**src/rtl/eeprom_pkg.sv**
```systemverilog
// Shared types for the two-wire EEPROM slave.
// Assumes: the control FSM is the only user of the state encoding.
package eeprom_pkg;

    typedef enum logic [3:0] {
        ST_IDLE,
        ST_DEV,
        ST_DEV_ACK,
        ST_WADR,
        ST_WADR_ACK,
        ST_WDAT,
        ST_WDAT_ACK,
        ST_RDAT,
        ST_RACK,
        ST_WAIT
    } ee_state_t;

endpackage

```
**src/rtl/eeprom_sync.sv**
```systemverilog
// Multi-stage synchroniser for asynchronous bus pins.
// Assumes: the idle value of every line is 1 (pulled up), so reset loads ones.
module eeprom_sync #(
    parameter int STAGES = 2,
    parameter int WIDTH  = 2
) (
    input  logic             clk,
    input  logic             rst_n,
    input  logic [WIDTH-1:0] d_in,
    output logic [WIDTH-1:0] d_out
);

    logic [WIDTH-1:0] chain [STAGES];

    // Shift the pin values through the flop chain.
    always_ff @(posedge clk) begin
        if (!rst_n) begin
            for (int i = 0; i < STAGES; i++) chain[i] <= '1;
        end else begin
            chain[0] <= d_in;
            for (int i = 1; i < STAGES; i++) chain[i] <= chain[i-1];
        end
    end

    assign d_out = chain[STAGES-1];

endmodule

```
**src/rtl/eeprom_bus_events.sv**
```systemverilog
// Edge and condition detector on the synchronised SCL/SDA.
// Assumes: inputs are already synchronised; outputs are one-cycle pulses.
module eeprom_bus_events (
    input  logic clk,
    input  logic rst_n,
    input  logic scl_s,
    input  logic sda_s,
    output logic scl_lvl,
    output logic sda_lvl,
    output logic scl_rise,
    output logic scl_fall,
    output logic start_ev,
    output logic stop_ev
);

    logic scl_q, sda_q;

    // Keep the previous sample of each line for edge detection.
    always_ff @(posedge clk) begin
        if (!rst_n) begin
            scl_q <= 1'b1;
            sda_q <= 1'b1;
        end else begin
            scl_q <= scl_s;
            sda_q <= sda_s;
        end
    end

    assign scl_lvl  = scl_s;
    assign sda_lvl  = sda_s;
    assign scl_rise = !scl_q && scl_s;
    assign scl_fall = scl_q && !scl_s;
    assign start_ev = scl_q && scl_s && sda_q && !sda_s;
    assign stop_ev  = scl_q && scl_s && !sda_q && sda_s;

endmodule

```
**src/rtl/eeprom_regfile.sv**
```systemverilog
// Byte-wide register-file memory with one write port and one combinational read port.
// Assumes: a write and a read of the same address in one cycle return the old byte.
module eeprom_regfile #(
    parameter int AW = 8,
    parameter int DW = 8
) (
    input  logic          clk,
    input  logic          rst_n,
    input  logic          we,
    input  logic [AW-1:0] waddr,
    input  logic [DW-1:0] wdata,
    input  logic [AW-1:0] raddr,
    output logic [DW-1:0] rdata
);

    localparam int DEPTH = 1 << AW;

    logic [DW-1:0] mem [DEPTH];

    // Clear on reset, store a byte on a write strobe.
    always_ff @(posedge clk) begin
        if (!rst_n) begin
            for (int i = 0; i < DEPTH; i++) mem[i] <= '0;
        end else if (we) begin
            mem[waddr] <= wdata;
        end
    end

    assign rdata = mem[raddr];

endmodule

```
**src/rtl/eeprom_ctrl.sv**
```systemverilog
// Protocol engine: address match, word-address load, byte write and byte read.
// Assumes: DW is 8 (one bus byte), AW <= DW, and SCL phases last several clk cycles.
module eeprom_ctrl
    import eeprom_pkg::*;
#(
    parameter int         AW     = 8,
    parameter int         DW     = 8,
    parameter logic [3:0] DEV_HI = 4'b1010
) (
    input  logic          clk,
    input  logic          rst_n,
    input  logic          scl_lvl,
    input  logic          sda_lvl,
    input  logic          scl_rise,
    input  logic          scl_fall,
    input  logic          start_ev,
    input  logic          stop_ev,
    input  logic [2:0]    dev_sel,
    input  logic [DW-1:0] mem_rdata,
    output logic          mem_we,
    output logic [AW-1:0] mem_waddr,
    output logic [DW-1:0] mem_wdata,
    output logic [AW-1:0] mem_raddr,
    output logic          sda_oe
);

    localparam int          CW       = $clog2(DW + 1);
    localparam logic [CW-1:0] BYTE_END = CW'(DW);

    ee_state_t     state;
    logic [CW-1:0] bit_cnt;
    logic [DW-1:0] shreg;
    logic [DW-1:0] tx;
    logic [AW-1:0] ptr;
    logic [AW-1:0] pend_addr;
    logic [DW-1:0] pend_data;
    logic          pend_valid;
    logic          rw_bit;
    logic          oe_q;

    // A pending byte is stored only when a stop arrives.
    assign mem_we    = stop_ev && pend_valid;
    assign mem_waddr = pend_addr;
    assign mem_wdata = pend_data;
    assign mem_raddr = ptr;
    assign sda_oe    = oe_q;

    // Main protocol state machine; start and stop take priority in any state.
    always_ff @(posedge clk) begin
        if (!rst_n) begin
            state      <= ST_IDLE;
            bit_cnt    <= '0;
            shreg      <= '0;
            tx         <= '0;
            ptr        <= '0;
            pend_addr  <= '0;
            pend_data  <= '0;
            pend_valid <= 1'b0;
            rw_bit     <= 1'b0;
            oe_q       <= 1'b0;
        end else if (start_ev) begin
            state      <= ST_DEV;
            bit_cnt    <= '0;
            oe_q       <= 1'b0;
            pend_valid <= 1'b0;
        end else if (stop_ev) begin
            state   <= ST_IDLE;
            bit_cnt <= '0;
            oe_q    <= 1'b0;
            if (pend_valid) begin
                ptr        <= pend_addr + 1'b1;
                pend_valid <= 1'b0;
            end
        end else begin
            case (state)
                ST_DEV, ST_WADR, ST_WDAT: begin
                    if (scl_rise) begin
                        shreg   <= {shreg[DW-2:0], sda_lvl};
                        bit_cnt <= bit_cnt + 1'b1;
                    end else if (scl_fall && bit_cnt == BYTE_END) begin
                        oe_q <= 1'b1;
                        if (state == ST_DEV) begin
                            if (shreg[DW-1:1] == {DEV_HI, dev_sel}) begin
                                rw_bit <= shreg[0];
                                state  <= ST_DEV_ACK;
                            end else begin
                                oe_q  <= 1'b0;
                                state <= ST_WAIT;
                            end
                        end else if (state == ST_WADR) begin
                            ptr   <= shreg[AW-1:0];
                            state <= ST_WADR_ACK;
                        end else begin
                            pend_addr  <= ptr;
                            pend_data  <= shreg;
                            pend_valid <= 1'b1;
                            state      <= ST_WDAT_ACK;
                        end
                    end
                end
                ST_DEV_ACK: begin
                    if (scl_fall) begin
                        bit_cnt <= '0;
                        if (rw_bit) begin
                            tx    <= mem_rdata;
                            oe_q  <= !mem_rdata[DW-1];
                            ptr   <= ptr + 1'b1;
                            state <= ST_RDAT;
                        end else begin
                            oe_q  <= 1'b0;
                            state <= ST_WADR;
                        end
                    end
                end
                ST_WADR_ACK: begin
                    if (scl_fall) begin
                        oe_q    <= 1'b0;
                        bit_cnt <= '0;
                        state   <= ST_WDAT;
                    end
                end
                ST_WDAT_ACK: begin
                    if (scl_fall) begin
                        oe_q  <= 1'b0;
                        state <= ST_WAIT;
                    end
                end
                ST_RDAT: begin
                    if (scl_rise) begin
                        bit_cnt <= bit_cnt + 1'b1;
                    end else if (scl_fall) begin
                        if (bit_cnt == BYTE_END) begin
                            oe_q  <= 1'b0;
                            state <= ST_RACK;
                        end else begin
                            oe_q <= !tx[DW-2];
                            tx   <= {tx[DW-2:0], 1'b0};
                        end
                    end
                end
                ST_RACK: begin
                    if (scl_rise) state <= ST_WAIT;
                end
                default: ;
            endcase
        end
    end

    // the enable moves only while SCL is low, apart from start/stop release.
    a_r9_oe_moves_scl_low: assert property (@(posedge clk) disable iff (!rst_n)
        (!$stable(oe_q) && !$past(start_ev) && !$past(stop_ev)) |-> !$past(scl_lvl));

    // idle, ignoring or post-read states never pull the line.
    a_r2_silent_when_ignoring: assert property (@(posedge clk) disable iff (!rst_n)
        (state == ST_WAIT || state == ST_IDLE) |-> !oe_q);

    // a commit leaves the pointer one past the stored address.
    a_r3_commit_moves_ptr: assert property (@(posedge clk) disable iff (!rst_n)
        mem_we |=> ptr == $past(mem_waddr) + 1'b1);

    // a start always reopens address reception with a clear bit count.
    a_r8_start_clears: assert property (@(posedge clk) disable iff (!rst_n)
        start_ev |=> (state == ST_DEV && bit_cnt == '0));

    // the bit count never passes one byte.
    a_r8_bitcnt_bound: assert property (@(posedge clk) disable iff (!rst_n)
        bit_cnt <= BYTE_END);

endmodule

```
**src/rtl/eeprom_slave.sv**
```systemverilog
// Top level: pin synchronisers, bus event detector, protocol engine, memory.
// Assumes: SDA is open-drain; the pad pulls low when sda_oe is 1.
module eeprom_slave #(
    parameter int         AW          = 8,
    parameter int         DW          = 8,
    parameter int         SYNC_STAGES = 2,
    parameter logic [3:0] DEV_HI      = 4'b1010
) (
    input  logic       clk,
    input  logic       rst_n,
    input  logic       scl_in,
    input  logic       sda_in,
    input  logic [2:0] dev_sel,
    output logic       sda_oe
);

    logic [1:0]    pins_s;
    logic          scl_lvl, sda_lvl, scl_rise, scl_fall, start_ev, stop_ev;
    logic          mem_we;
    logic [AW-1:0] mem_waddr, mem_raddr;
    logic [DW-1:0] mem_wdata, mem_rdata;

    eeprom_sync #(.STAGES(SYNC_STAGES), .WIDTH(2)) u_sync (
        .clk   (clk),
        .rst_n (rst_n),
        .d_in  ({scl_in, sda_in}),
        .d_out (pins_s)
    );

    eeprom_bus_events u_events (
        .clk      (clk),
        .rst_n    (rst_n),
        .scl_s    (pins_s[1]),
        .sda_s    (pins_s[0]),
        .scl_lvl  (scl_lvl),
        .sda_lvl  (sda_lvl),
        .scl_rise (scl_rise),
        .scl_fall (scl_fall),
        .start_ev (start_ev),
        .stop_ev  (stop_ev)
    );

    eeprom_ctrl #(.AW(AW), .DW(DW), .DEV_HI(DEV_HI)) u_ctrl (
        .clk       (clk),
        .rst_n     (rst_n),
        .scl_lvl   (scl_lvl),
        .sda_lvl   (sda_lvl),
        .scl_rise  (scl_rise),
        .scl_fall  (scl_fall),
        .start_ev  (start_ev),
        .stop_ev   (stop_ev),
        .dev_sel   (dev_sel),
        .mem_rdata (mem_rdata),
        .mem_we    (mem_we),
        .mem_waddr (mem_waddr),
        .mem_wdata (mem_wdata),
        .mem_raddr (mem_raddr),
        .sda_oe    (sda_oe)
    );

    eeprom_regfile #(.AW(AW), .DW(DW)) u_mem (
        .clk   (clk),
        .rst_n (rst_n),
        .we    (mem_we),
        .waddr (mem_waddr),
        .wdata (mem_wdata),
        .raddr (mem_raddr),
        .rdata (mem_rdata)
    );

endmodule

```
**config.mk**
```make
export PLATFORM = sky130hd
export DESIGN_NAME = eeprom_slave
export DESIGN_NICKNAME = d
export VERILOG_FILES = /design/src/rtl/eeprom_pkg.sv /design/src/rtl/eeprom_sync.sv /design/src/rtl/eeprom_bus_events.sv /design/src/rtl/eeprom_regfile.sv /design/src/rtl/eeprom_ctrl.sv /design/src/rtl/eeprom_slave.sv
export SDC_FILE = /design/constraint.sdc
export NUM_CORES = 2
export LEC_CHECK = 0
export BUFFER_PORTS_ARGS = -buffer_cell sky130_fd_sc_hd__buf_2
export CAP_MARGIN = 20
export CORE_ASPECT_RATIO = 0.9
export CORE_MARGIN = 2
export CORE_UTILIZATION = 58
export DETAILED_ROUTE_END_ITERATION = 8
export PLACE_DENSITY = 0.77
export SYNTH_ARGS = -nofsm -noshare
export SYNTH_HDL_FRONTEND = slang
export SYNTH_SLANG_ARGS = --single-unit
export TNS_END_PERCENT = 20
```
**constraint.sdc**
```tcl
create_clock -name clk -period 3 [get_ports clk]
set_input_delay 0.9 -clock clk [delete_from_list [all_inputs] [get_ports clk]]
set_output_delay 0.9 -clock clk [all_outputs]
set_load 0.01 [all_outputs]
```
# Word level (Yosys, flattened, before mapping)
# Memories as Yosys holds them, arrays and structs flattened. A register that Yosys moved wholly into a read port is not among the register bits.
# Index checks and enable logic that the tools add are counted.
[op_classes] eq_ne=40 bitwise=8 reduce_logical=37 mux=57 n_addsub=3
[ops] op="2-to-1 mux 8 bit" count=12
[ops] op="2-to-1 mux 4 bit" count=13
[ops] op="2-to-1 mux 7 bit" count=5
[ops] op="!= test 4 x 2 -> 1 bit, second input constant" count=6
[ops] op="one-hot mux 4 bit (6 select lines)" count=1
[ops] op="AND reduction 7 bit" count=3
[ops] op="!= test 2 x 1 -> 1 bit, second input constant" count=10
[ops] op="AND reduction 10 bit" count=2
[ops] op="2-to-1 mux 1 bit" count=18
[ops] op="adder 8 x 1 -> 8 bit, second input constant" count=2
[ops] op="== test 4 x 3 -> 1 bit, second input constant" count=4
[ops] op="one-hot mux 8 bit (2 select lines)" count=1
[ops] op="one-hot mux 7 bit (2 select lines)" count=1
[ops] op="!= test 3 x 1 -> 1 bit, second input constant" count=4
[ops] op="!= test 4 x 3 -> 1 bit, second input constant" count=3
[ops] op="!= test 2 bit, second input constant" count=5
[ops] op="logical AND 1 bit" count=9
[ops] op="AND reduction 9 bit" count=1
[ops] op="== test 4 x 2 -> 1 bit, second input constant" count=2
[ops] op="== test 4 bit, second input constant" count=2
[ops] op="one-hot mux 4 bit (2 select lines)" count=1
[ops] op="AND reduction 8 bit" count=1
[ops] op="nonzero test 8 bit" count=1
[ops] op="OR reduction 8 bit" count=1
[ops] op="20 further kinds" count=37
[word_totals] mem_count=2 ram_bits=2052 reg_bits=52 elab_cells=160 output_inout_bits=1 inputBits=7
[memory_table] memory="u_mem.mem" depth=256 width=8 rd=1 rd_ports_with_merged_regs=1 write_ports=256 line="eeprom_regfile.sv:18" source="logic [DW-1:0] mem [DEPTH];"
[memory_table] memory="u_sync.chain" depth=2 width=2 rd=2 rd_ports_with_merged_regs=0 write_ports=2 line="eeprom_sync.sv:13" source="logic [WIDTH-1:0] chain [STAGES];"

# Depth between registers and ports, before layout
# An unclocked memory read counts as a cell.
[depth] word_depth=10 mapped_depth=12 depth_no_buf=8

# By module
# A second synthesis with hierarchy kept.
[unflattened] cells_unflattened=7038 area_unflattened_um2=98964.9
[by_module_without_submodules] mod="eeprom_regfile" seq_area_each_um2=61499.0 area_per_inst_um2=95840.7 instances=1 cells_each=6677
[by_module_without_submodules] mod="eeprom_ctrl" seq_area_each_um2=1001.0 area_per_inst_um2=2904.0 instances=1 cells_each=341
[by_module_without_submodules] mod="eeprom_sync" seq_area_each_um2=80.1 area_per_inst_um2=120.1 instances=1 cells_each=10
[by_module_without_submodules] mod="eeprom_bus_events" seq_area_each_um2=40.0 area_per_inst_um2=100.1 instances=1 cells_each=10

# Worst setup path after synthesis
# Ideal clock, no wire load.
[synth_timing] path_kind="in2reg" start="in rst_n" end="mem u_mem.mem[1][0] (enable)" required_time_ps=2671 setup_ps=329 arrival_ps=2665 path_slack_ps=7 stages=9 n_path_buf=4 cell_sequence="clkbuf_1 inv_1 or4_1 buf_2 nor3_4 buf_2 buf_4 nand2_1 nand2_1"
[synth_lines] item="from (decl)" line="eeprom_slave.sv:10" source="input logic rst_n,"
[synth_lines] item="to (decl)" line="eeprom_regfile.sv:18"

==> flow_metrics.env <==
export IMPL_run_status="finished with violations"
export IMPL_failed_checks="setup timing"
export IMPL_grt_max_degree=121
export IMPL_worstPathArrival_ps=3880
export IMPL_root_buffer="clkbuf_16"
export IMPL_detailedRoute_firstPassIterationCount=7
export IMPL_global_route_wire_length_before_repair_um=413200
export IMPL_synth_warning_count=0
export IMPL_timing_critical_path_fanout_max=8
export IMPL_yosysUniqueCellTypes=73
export IMPL_synth_enable_flop_cells=2048
export IMPL_overflow=0
export IMPL_synth_nets=6877
export IMPL_ir_drop_mv=0.6466
export IMPL_synth_ff_latch_count=2112
export IMPL_critPathMaxStageDelay_ps=830
export IMPL_timing_final_setup_violations=3
export IMPL_synth_flop_cell="edfxtp_1"
export IMPL_timing_hold_worst_start="sda_in"
export IMPL_synth_cell_area_um2=98990
export IMPL_cpLargestDelayFamily="buffers and inverters"
export IMPL_timing_critical_path_mode_cell="buf_4"
export IMPL_r2r_worst_path_cells=7
export IMPL_share_of_synthesized_area_spent_on_multiplexers_pct=13.99
export IMPL_criticalPathCategory="reg2reg"
export IMPL_holdCritPathClass="in2reg"
export IMPL_post_dp_hpwl_um=178200
export IMPL_synth_compound_area_share_pct=1.689
export IMPL_final_layout_size_suffix_gt1_share_pct=24.02
export IMPL_cts_tree="done"
export IMPL_post_synth_inst_count=6863
export IMPL_start_kind="register"
export IMPL_leakagePower_nw=45.19
export IMPL_design_portCount=8
export IMPL_synth_seq_area_share_pct=63.42
export IMPL_clock_sinks=2112
export IMPL_placement_setup_worst_slack_ps=-514.8
export IMPL_clock_tree_htree_level_count=4
export IMPL_remaining_drc_errors=0
export IMPL_fin_crit_ps=3080
export IMPL_power_per_cell_area_nw_per_um2=584.7
export IMPL_design_die_area_um2=174000
export IMPL_holdBufCountCts=0
export IMPL_synth_simple_gate_area_share_pct=16.50
export IMPL_critical_path_buf_inv_count=3
export IMPL_vias=64560
export IMPL_synthArstFlopShare_pct=0
export IMPL_cap_viol_max_count=0
export IMPL_antenna_violating_nets_post_route=0
export IMPL_crit_cells=7
export IMPL_drv_slew=0
export IMPL_detail_route_vias_per_cell=6.938
export IMPL_place_congestion=0.9815
export IMPL_max_slew_margin_pct=26.14
export IMPL_dieWidth_um=439.5
export IMPL_cts_max_path_buffers=3
export IMPL_first_iter_violations=10400
export IMPL_main_combinational_cell_family_by_area_after_synthesis="simple AND/OR/NAND/NOR gates"
export IMPL_wl_per_cell_um=30.10
export IMPL_worst_skew_late_latency_ps=880
export IMPL_avgSynthCellArea_um2=14.42
export IMPL_fmax_ghz=0.3247
export IMPL_worst_path_required_time_ps=3800
export IMPL_number_of_global_route_vias_before_repair=62690
export IMPL_fp_coreArea_um2=169300
export IMPL_fillerInstances=10950
export IMPL_clkSlewWorstSetupHoldPaths_ps=60
export IMPL_area_growth_pct=13.69
export IMPL_die_height_um=395.9
export IMPL_worst_clock_skew_ps=54.76
export IMPL_hold_viol_final=0
export IMPL_rsz0062_at_grt="true"
export IMPL_design_final_nets=6894
export IMPL_fp_row_count=143
export IMPL_cts_made_buffers=207
export IMPL_final_min_period_over_clock_period_pct=102.7
export IMPL_p_total_w=0.06581
export IMPL_number_of_antenna_violations_at_the_first_check_in_global_routing=10
export IMPL_actual_slew_at_the_worst_max_slew_pin_ps=1077
export IMPL_detail_route_wirelength_um=280000
export IMPL_setup_ws_ps=-79.63
export IMPL_cp_end_kind="register"
export IMPL_holdPathStages=2
export IMPL_synth_xor_area_share_pct=0.1770
export IMPL_gr_usage_all_layers_pct=31.94
export IMPL_synthAdderAreaFrac_pct=0.08848
export IMPL_initial_utilization_pct=58.48
export IMPL_place_port_buffers=7
export IMPL_critical_path_slowest_cell="dfxtp_1"
export IMPL_cell_chain_critical_path="clkinvlp_4 > nor2_1 > buf_4 > a22oi_1 > buf_4 > and4b_2 > o2bb2ai_1"
## worst paths after layout
check	endpoint	slack (ps)
min reg2reg	u_sync.chain[0][3]	420
max reg2reg	u_ctrl.tx[2]	-80
max	u_ctrl.tx[2]	-80
min	u_sync.chain[0][0]	250
## power breakdown
group / total (W) / switching, W / internal, W
Combinational: 0.00561 / 0.00304 / 0.00257
Sequential: 0.0342 / 0.000544 / 0.0337
Clock: 0.0260 / 0.0115 / 0.0145
Total: 0.0658 / 0.0150 / 0.0508
## per-layer routing
layer	global-route usage (%)	vias up	part of all wire (%)
li1	-	26550	-
met1	44.72	32350	36
met2	48.85	5014	47
met3	8.545	632	14
met4	11.14	8	3.6
met5	0	-	0.019
## Yosys cell counts, types with 6 or more instances
cell type     n  share of area [%]
a211oi_1     18               0.14
a21oi_1      35               0.18
a221oi_1     10              0.088
a22o_1        9              0.080
a22oi_1      53               0.40
a31oi_1      16               0.10
and2_1       49               0.31
and3_1     2022                 13
and4b_1       7              0.071
buf_1        32               0.12
buf_2        93               0.47
buf_4        33               0.25
buf_6        22               0.25
clkbuf_1    750                2.8
dfxtp_1      64                1.3
edfxtp_1   2048                 62
ha_1          7              0.088
inv_1        13              0.049
mux2i_1      82               0.83
mux4_2      576                 13
nand2_1     565                2.1
nand2b_1     11              0.070
nand3_1      21               0.11
nand4_1      18               0.11
nor2_1       95               0.36
nor2b_1      15              0.095
nor3_1       18              0.091
nor3b_1       6              0.046
o211ai_1     10              0.076
o21ai_0      30               0.15
o221ai_1      8              0.071
o22ai_1      23               0.15
xnor2_1      11              0.097
xor2_1        9              0.080
## cells in the final DEF, fill, tap and decap left out, types with 16 or more instances in the layout
| cell | instances |
|---|---|
| a211oi_1 | 18 |
| a22oi_1 | 49 |
| nand2_1 | 565 |
| o22ai_1 | 19 |
| buf_4 | 571 |
| a21oi_1 | 34 |
| clkinv_2 | 28 |
| nor2_1 | 84 |
| dfxtp_1 | 51 |
| a31oi_1 | 16 |
| edfxtp_1 | 2048 |
| mux2i_1 | 81 |
| clkbuf_1 | 54 |
| and2_1 | 36 |
| clkbuf_16 | 211 |
| mux4_2 | 576 |
| clkinv_1 | 47 |
| and3_1 | 2018 |
| bufinv_16 | 18 |
| nand4_1 | 18 |
| o21ai_0 | 28 |
| nand3_1 | 19 |
| buf_12 | 150 |
## metrics by stage
stage | cells | instance area [um^2] | hold slack (ps) | utilization [%] | setup TNS (ps)
CTS | 9290 | 112300 | 203.9 | 66.34 | -8.780
detailed placement | 8908 | 105400 | 412.7 | 62.28 | -2137
global placement | 8908 | 105400 | 398.1 | 62.28 | -2276
finish | 9305 | 112500 | 246.7 | 66.49 | -106.0
global route | 9299 | 112500 | 218.6 | 66.48 | -5.348
floorplan | 6863 | 98990 | 386.3 | - | 0
## worst register-to-register path: stages, from the launching register on
cell        delay, ps
dfxtp_1           830
clkinvlp_4        670
nor2_1            470
buf_4             260
a22oi_1           110
buf_4             200
and4b_2           270
o2bb2ai_1         180
## layout make-up
class | instances | area (um^2) | share of cell area (%)
well taps | 2247 | 2811 | 2.498
inverters | 17 | 67.56 | 0.06004
clock inverters | 113 | 1242 | 1.104
repair buffers | 746 | 7667 | 6.813
flip-flops and latches | 2112 | 62830 | 55.82
diodes | 7 | 17.52 | 0.01556
clock buffers | 267 | 5477 | 4.866
multi-input cells | 3796 | 32430 | 28.82
## flip-flops by register name, indices dropped and copies added (netlist names), named ones only
name,flops
u_ctrl.bit_cnt,4
u_ctrl.mem_raddr,8
u_ctrl.mem_waddr,8
u_ctrl.mem_wdata,8
u_ctrl.pend_valid,1
u_ctrl.rw_bit,1
u_ctrl.sda_oe,1
u_ctrl.shreg,8
u_ctrl.state,4
u_ctrl.tx,7
u_events.scl_q,1
u_events.sda_q,1
u_mem.mem,2048
u_sync.chain,4
## timing repair
| action | 4_1_cts | 5_1_grt |
|---|---|---|
| gates cloned | 0 | 3 |
| gates resized for setup | 22 | 29 |
| setup endpoints to repair | 8 | 8 |
| buffers inserted | 2 | 6 |
## cell families after synthesis
kind of cell | after synthesis
AOI/OAI and AO/OA | 241
xor gates and xnor gates | 20
adders and majority gates | 7
buffers and inverters | 955
DFF | 2112
muxes | 663
and+or+nand+nor | 2865
No activity file was read; power rests on OpenSTA's default activity.
